### config.mk
export PLATFORM = sky130hd
export DESIGN_NAME = link_evt_stats
export DESIGN_NICKNAME = d
export VERILOG_FILES = /design/src/rtl/lstat_pkg.sv /design/src/rtl/lstat_rise.sv /design/src/rtl/lstat_counter.sv /design/src/rtl/lstat_rdmux.sv /design/src/rtl/link_evt_stats.sv
export SDC_FILE = /design/constraint.sdc
export NUM_CORES = 1
export LEC_CHECK = 0
export BUFFER_PORTS_ARGS = -buffer_cell sky130_fd_sc_hd__buf_2
export CAP_MARGIN = 5
export CORE_ASPECT_RATIO = 0.7
export CORE_MARGIN = 4
export CORE_UTILIZATION = 45
export CTS_CLUSTER_SIZE = 10
export DETAILED_ROUTE_END_ITERATION = 12
export PLACE_DENSITY = 0.67
export SETUP_SLACK_MARGIN = 0.5
export SYNTH_ARGS = -nofsm -noshare
export SYNTH_HDL_FRONTEND = slang
export SYNTH_HIERARCHICAL = 1
export SYNTH_SLANG_ARGS = --single-unit
### constraint.sdc
create_clock -name clk -period 2.3 [get_ports clk]
set_input_delay 0.46 -clock clk [delete_from_list [all_inputs] [get_ports clk]]
set_output_delay 0.46 -clock clk [all_outputs]
set_load 0.005 [all_outputs]
### src/rtl/lstat_pkg.sv
// Package: shared constants for the link/interrupt statistics block.
// Assumes word addressing and two 16-bit counters per 32-bit word.
package lstat_pkg;
    localparam int LS_ADDR_W    = 10;
    localparam int LS_DATA_W    = 32;
    localparam int LS_CNT_W     = 16;
    localparam int LS_NUM_IRQ   = 8;
    localparam int LS_CTRL_WORD = 'h0B0;
    localparam int LS_LINK_WORD = 'h0B1;
    localparam int LS_IRQ_BASE  = 'h0B4;
endpackage

### src/rtl/lstat_rise.sv
// Module: rising-edge detector on a level input.
// Assumes the level is synchronous to clk; the registered copy resets low.
module lstat_rise (
    input  logic clk,
    input  logic rst_n,
    input  logic lvl,
    output logic rise
);
    logic lvl_q;

    // Hold last cycle's level for comparison.
    always_ff @(posedge clk) begin
        if (!rst_n) lvl_q <= 1'b0;
        else        lvl_q <= lvl;
    end

    // A rise is high now and low at the previous edge.
    assign rise = lvl & ~lvl_q;
endmodule

### src/rtl/lstat_counter.sv
// Module: wrapping event counter with synchronous clear.
// Assumes at most one event per cycle; a clear takes priority over the event.
module lstat_counter #(
    parameter int W = 16
) (
    input  logic         clk,
    input  logic         rst_n,
    input  logic         clr,
    input  logic         inc,
    output logic [W-1:0] cnt
);
    // Count events, wrapping modulo 2^W; reset and clear win over an increment.
    always_ff @(posedge clk) begin
        if (!rst_n)   cnt <= '0;
        else if (clr) cnt <= '0;
        else if (inc) cnt <= cnt + W'(1);
    end
endmodule

### src/rtl/lstat_rdmux.sv
// Module: combinational read-back packing of the statistics counters.
// Assumes DATA_W is a whole multiple of CNT_W; unmapped words read zero.
module lstat_rdmux #(
    parameter int ADDR_W    = 10,
    parameter int DATA_W    = 32,
    parameter int CNT_W     = 16,
    parameter int NUM_IRQ   = 8,
    parameter int LINK_WORD = 'h0B1,
    parameter int IRQ_BASE  = 'h0B4
) (
    input  logic [ADDR_W-1:0]             addr,
    input  logic [CNT_W-1:0]              link_cnt,
    input  logic [NUM_IRQ-1:0][CNT_W-1:0] irq_cnt,
    output logic [DATA_W-1:0]             rdata
);
    localparam int PER_WORD  = DATA_W / CNT_W;
    localparam int NUM_WORDS = (NUM_IRQ + PER_WORD - 1) / PER_WORD;

    // Select and pack the addressed word; everything else reads zero.
    always_comb begin
        rdata = '0;
        if (addr == ADDR_W'(LINK_WORD))
            rdata[CNT_W-1:0] = link_cnt;
        for (int w = 0; w < NUM_WORDS; w++) begin
            if (addr == ADDR_W'(IRQ_BASE + w)) begin
                for (int s = 0; s < PER_WORD; s++) begin
                    if (w * PER_WORD + s < NUM_IRQ)
                        rdata[s*CNT_W +: CNT_W] = irq_cnt[w*PER_WORD + s];
                end
            end
        end
    end
endmodule

### src/rtl/link_evt_stats.sv
// Module: top of the link-enable and interrupt event statistics block.
// Assumes event inputs and the register port are synchronous to clk.
// Interrupt events count only while link_en is high; masks are not seen here.
module link_evt_stats
    import lstat_pkg::*;
#(
    parameter int ADDR_W  = LS_ADDR_W,
    parameter int DATA_W  = LS_DATA_W,
    parameter int CNT_W   = LS_CNT_W,
    parameter int NUM_IRQ = LS_NUM_IRQ
) (
    input  logic               clk,
    input  logic               rst_n,
    input  logic               link_en,
    input  logic [NUM_IRQ-1:0] irq_evt,
    input  logic [ADDR_W-1:0]  reg_addr,
    input  logic               reg_wr,
    input  logic [DATA_W-1:0]  reg_wdata,
    output logic [DATA_W-1:0]  reg_rdata
);
    logic                         clr_all;
    logic                         link_rise;
    logic [CNT_W-1:0]             link_cnt;
    logic [NUM_IRQ-1:0][CNT_W-1:0] irq_cnt;
    logic                         unused_wdata_hi;

    // Write-one-to-clear on bit 0 of the control word.
    assign clr_all = reg_wr && (reg_addr == ADDR_W'(LS_CTRL_WORD)) && reg_wdata[0];
    assign unused_wdata_hi = ^reg_wdata[DATA_W-1:1];

    lstat_rise u_rise (
        .clk   (clk),
        .rst_n (rst_n),
        .lvl   (link_en),
        .rise  (link_rise)
    );

    lstat_counter #(.W(CNT_W)) u_link_cnt (
        .clk   (clk),
        .rst_n (rst_n),
        .clr   (clr_all),
        .inc   (link_rise),
        .cnt   (link_cnt)
    );

    // One counter per interrupt source, gated by the link level.
    for (genvar g = 0; g < NUM_IRQ; g++) begin : g_irq
        lstat_counter #(.W(CNT_W)) u_irq_cnt (
            .clk   (clk),
            .rst_n (rst_n),
            .clr   (clr_all),
            .inc   (irq_evt[g] & link_en),
            .cnt   (irq_cnt[g])
        );
    end

    lstat_rdmux #(
        .ADDR_W    (ADDR_W),
        .DATA_W    (DATA_W),
        .CNT_W     (CNT_W),
        .NUM_IRQ   (NUM_IRQ),
        .LINK_WORD (LS_LINK_WORD),
        .IRQ_BASE  (LS_IRQ_BASE)
    ) u_rdmux (
        .addr     (reg_addr),
        .link_cnt (link_cnt),
        .irq_cnt  (irq_cnt),
        .rdata    (reg_rdata)
    );
endmodule

# Word level (Yosys, flattened, before mapping)
# Cells that the tools add are included.
# Widths: inputs -> output; s select.
totals:
  register_bits: 145
  latchBits: 0
  mem_bits_rw: 0
  mem_bits_ro: 0
  out_inout_bits: 32
  elab_cells: 44
  memories: 0
op_classes:
  addsub: 9
  n_mul: 0
  div_mod_pow: 0
  order_cmp: 0
  eq_ne: 6
  shift: 0
  mux: 5
  bitwise_logic: 11
  n_reduce_logical: 3
op_table:
  columns: ["op", "n"]
  rows:
  - ["$add 16x1->16 const B", 9]
  - ["$mux 32", 4]
  - ["$eq 10x8->1 const B", 6]
  - ["$mux 16", 1]
  - ["$and 1x1->1", 9]
  - ["$logic_and 1x1->1", 2]
  - ["$not 1->1", 2]
  - ["$reduce_or 2->1", 1]

# Depth between registers and ports, before layout
logic_depth:
  word_depth: 6
  depth_mapped: 7

# Cells and area by module
# Netlist, hierarchy kept.
by_module_without_submodules:
  columns: ["module", "n_inst", "cells_per_inst", "area_each_um2", "seq_area_each_um2"]
  rows:
  - ["lstat_counter", 9, 82, 708.2, 320.3]
  - ["lstat_rdmux", 1, 171, 1316.3, 0.0]
  - ["link_evt_stats", 1, 12, 91.3, 0.0]
  - ["lstat_rise", 1, 3, 40.0, 20.0]

# Least setup slack after synthesis
# OpenSTA, ideal clock, no wires.
synth_path:
  path_type: "in2reg"
  from: "in reg_addr[1]"
  to: "reg g_irq[0].u_irq_cnt.cnt[0]"
  arrival_time_ns: 1.777
  required_ns: 2.172
  slack_ns: 0.396
  stages: 6
  n_path_buf: 2
  cell_sequence: "nor4b_2 and3_1 nand2b_1 clkbuf_1 clkbuf_1 nor2_1"
synth_between:
  elab_chain_cells: 4
synth_rtl:
  columns: ["element", "line_no", "source"]
  rows:
  - ["from (decl)", "link_evt_stats.sv:16", "input logic [ADDR_W-1:0] reg_addr,"]
  - ["$eq 10x8->1", "link_evt_stats.sv:28", "assign clr_all = reg_wr && (reg_addr == ADDR_W'(LS_CTRL_WORD)) && reg_wdata[0];"]
  - ["$logic_and 1x1->1 (2 in a row)", "link_evt_stats.sv:28", null]
  - ["net clr_all", "link_evt_stats.sv:21", "logic clr_all;"]
  - ["$reduce_or 2->1 (no line)", null, null]
  - ["to (signal assigned)", "lstat_counter.sv:16", "else if (inc) cnt <= cnt + W'(1);"]
  - ["to (decl)", "lstat_counter.sv:10", "output logic [W-1:0] cnt"]
# The timed path passes the listed nets, and every way through them passes these cells.
# A chain may end at the register's enable or synchronous reset.

# Worst setup path after layout
layout_path:
  from: "in reg_addr[3]"
  to: "out reg_rdata[13]"
layout_between:
  elab_chain_cells: 6
  word_cells_on_any_way: 10
  cone_classes: "eq/ne (5); mux (5)"
layout_rtl:
  columns: ["element", "line_no", "source"]
  rows:
  - ["$eq 10x8->1", "lstat_rdmux.sv:22", "if (addr == ADDR_W'(LINK_WORD))"]
  - ["$mux 16", "lstat_rdmux.sv:22", null]
  - ["$mux 32 (3 in a row)", "lstat_rdmux.sv:25", "if (addr == ADDR_W'(IRQ_BASE + w)) begin"]
  - ["$mux 32 (*)", "lstat_rdmux.sv:25", null]
  - ["to (decl)", "link_evt_stats.sv:19", "output logic [DATA_W-1:0] reg_rdata"]
# Mark *: on every way between the ends. The rest lies on a longest branch, timed or not.

==> impl_metrics.toml <==
[critical_path]
critical_path_peak_fanout = 8
path_cells = "buf_6 > nand4b_1 > or4_4 > buf_6 > a211oi_2 > buf_2"
cp-end-kind = "output port"
cp.arrival_ns = 1.75
r2r_cells = 4
reg2reg_from = "g_irq[7].u_irq_cnt/cnt[4]"
cp-start-kind = "input pin"
path_class = "in2out"
r2r_slack_ns = 0.53
r2r-end = "g_irq[7].u_irq_cnt/cnt[15]"
endpoint = "reg_rdata[13]"
crit_path_start = "reg_addr[3]"
critical_path.top_delay_family = "simple AND/OR/NAND/NOR gates"
max_stage_delay_ns = 0.47
crit_cells = 6
crit_top_cell = "buf_6"
worstPathRequired_ns = 1.84
worst-path-buf-inv = 3
crit_slowest_cell = "or4_4"

[timing]
clock_skew_ns = 0.00837
slew_violations = 0
maxSlewHeadroom_pct = 67.9
tns_ns = 0
worst_pin_slew_ns = 0.477
layout_min_cycle_time_ns = 2.21
hold_viol = 0
rsz0062_at_grt = "true"
setup_viol = 0
min_period_over_period_pct = 96.3
timing.fmax_mhz = 452

[global_route]
grt-ovfl-total = 0
grt_pass1_wl_mm = 33.7
antenna_found_initial = 0
grt_max_degree = 20
grt.total_usage_pct = 21.9
grt_pass1_vias = 6306

[synth]
synth_fp_nets = 987
synth_cells = 924
avgSynthCellArea_um2 = 8.46
synth_seq_cells = 145
yosys_warnings = 6
syn_area_um2 = 7820
synth.distinct_cells = 43
ys_seq_area_share_pct = 37.1

[cells_and_area]
area_growth_pct = 25.7
num_antenna_cells = 0
layout-drive-gt1-share_pct = 29.9
n_fill_cell = 1525
finalNetCount = 1102
regArea_um2 = 3020
fin_util_pct = 57.4
multi_input_area_um2 = 4790

[routing]
drt_iter0_drc = 697
antenna_left = 0
vias_per_cell = 5.55
num_vias = 7124
finalWirelength_mm = 21.7
dr.pass1.iters = 5
drc_errors = 0
routedWlPerCell_um = 16.9

[die]
start_util_pct = 45.7
core_um2 = 17100
die_width_um = 166
rows = 40
num_io_pins = 86
die_area_um2 = 19600
die_y_um = 118

[placement]
portBuffers = 54
hpwlAfterDp_mm = 15.7
place.gp.congestion = 0.940

[clock_tree]
root_buffer = "clkbuf_16"
cts_tree = "yes"
clkLatencyLatePin_ns = 0.43
htreeDepth = 4
clkSlewWorstSetupHoldPaths_ns = 0.06
cts_buffers = 17
hold_buffers = 0
clockBufferDepth = 2
cts.sinks = 145

[power]
p_leak_uw = 0.00351
p_per_area_nw_per_um2 = 573
vdd_drop_max_uv = 490

[run_status]
status = "complete, no violations"

[run]
cap_violations = 0

[worst_hold_path]
hold_class = "in2reg"
whs_path_depth = 2
==> per-layer routing <==
| metal | vias up | share of wire, % | GRT usage [%] |
|---|---|---|---|
| met5 | - | 0 | 0 |
| met1 | 3398 | 51 | 34.4 |
| met4 | 0 | 1.2 | 5.82 |
| met3 | 23 | 6.9 | 5.61 |
| li1 | 3491 | - | - |
| met2 | 212 | 41 | 29.2 |
==> cells by family after synthesis <==
logic type | Yosys count | share of synthesized area (%)
and+or+nand+nor | 414 | 27.2
DFF | 145 | 37.1
AOI/OAI and AO/OA | 135 | 11.0
xor gates and xnor gates | 90 | 10.1
buffers and inverters | 87 | 4.99
muxes | 44 | 8.19
adders and majority gates | 9 | 1.44
==> timing repair <==
action                                  4_1_cts  5_1_grt
gates resized for setup                      75       54
gates cloned                                  2        2
setup buffers                                11        3
endpoints found under the setup margin       43       45
pin swaps                                     8        5
==> stage by stage <==
stage | instances | hold WS, ns | total power, uW | worst slack, ns | instance area [um2]
3_5_place_dp | 1233 | 0.478 | 2940 | 0.0309 | 8730
6_report | 1283 | 0.439 | 5630 | 0.0858 | 9830
2_1_floorplan | 924 | 0.449 | 2830 | 0.421 | 7920
5_1_grt | 1283 | 0.419 | 5810 | 0.0767 | 9830
4_1_cts | 1278 | 0.424 | 5650 | 0.105 | 9580
3_3_place_gp | 1233 | 0.468 | 2930 | 0.0363 | 8730
==> synth_stat cells, drive strengths merged <==
cell type	instances	share of area (%)
xor2	9	1.0
clkbuf	22	1.1
nor3	36	2.3
nand4	18	2.2
and2	10	0.80
nand2b	11	0.88
nor2	159	7.6
a31o	9	1.0
o22ai	13	1.0
dfxtp	145	37
a41o	9	1.2
inv	49	2.4
nor4bb	2	0.26
nand3	28	1.8
o31ai	9	0.86
buf	16	1.6
o21ai	31	2.0
a22oi	13	1.2
o221a	1	0.14
a31oi	9	0.72
nor2b	26	2.2
a21oi	36	2.3
mux2i	28	3.6
or4	19	2.3
nor4b	1	0.19
mux4	16	4.6
nand4b	1	0.11
a211oi	5	0.54
ha	9	1.4
xnor2	81	9.1
nor4	28	2.2
or3	18	1.6
nand2	55	2.6
and3	2	0.16
==> placed cells by master, fill, tap and decap left out, drive strengths merged, types with 10 or more instances in the layout <==
master	instances
nor2	159
dfxtp	145
buf	131
xnor2	81
inv	57
nand2	56
nor3	36
a21oi	36
o21ai	31
nand3	28
mux2i	28
nor4	28
nor2b	26
clkbuf	19
or4	19
nand4	18
or3	18
mux4	16
o22ai	13
a22oi	13
nand2b	11
and2	10
==> layout make-up <==
| cell class | instances | area share (%) |
|---|---|---|
| clock inverters | 15 | 1.50 |
| well taps | 231 | 2.94 |
| clock buffers | 17 | 4.33 |
| inverters | 49 | 1.87 |
| repair buffers | 133 | 9.89 |
| flip-flops and latches | 145 | 30.8 |
| multi-input cells | 693 | 48.7 |
==> registers in the layout, summed over array words and instances, names as in the netlist <==
signal               cells
g_irq.u_irq_cnt/cnt    128
u_link_cnt/cnt          16
u_rise/lvl_q             1
==> where the power goes <==
part / leakage (uW) / internal, uW / switching, uW
clock network: 0.000274 / 1520 / 1200
registers: 0.00121 / 2510 / 27.8
logic: 0.00203 / 168 / 198
total: 0.00351 / 4200 / 1430
==> how the worst min path moves through the flow <==
| stage | start | endpoint | slack, ns |
|---|---|---|---|
| 2_1_floorplan | g_irq[5].u_irq_cnt/cnt[15] | g_irq[5].u_irq_cnt/cnt[15] | 0.45 |
| 3_3_place_gp | g_irq[4].u_irq_cnt/cnt[15] | g_irq[4].u_irq_cnt/cnt[15] | 0.47 |
| 3_5_place_dp | g_irq[4].u_irq_cnt/cnt[15] | g_irq[4].u_irq_cnt/cnt[15] | 0.48 |
| 4_1_cts | link_en | u_rise/lvl_q | 0.42 |
| 5_1_grt | link_en | u_rise/lvl_q | 0.42 |
| 6_report | link_en | u_rise/lvl_q | 0.44 |
(Power assumes the default switching activity.)
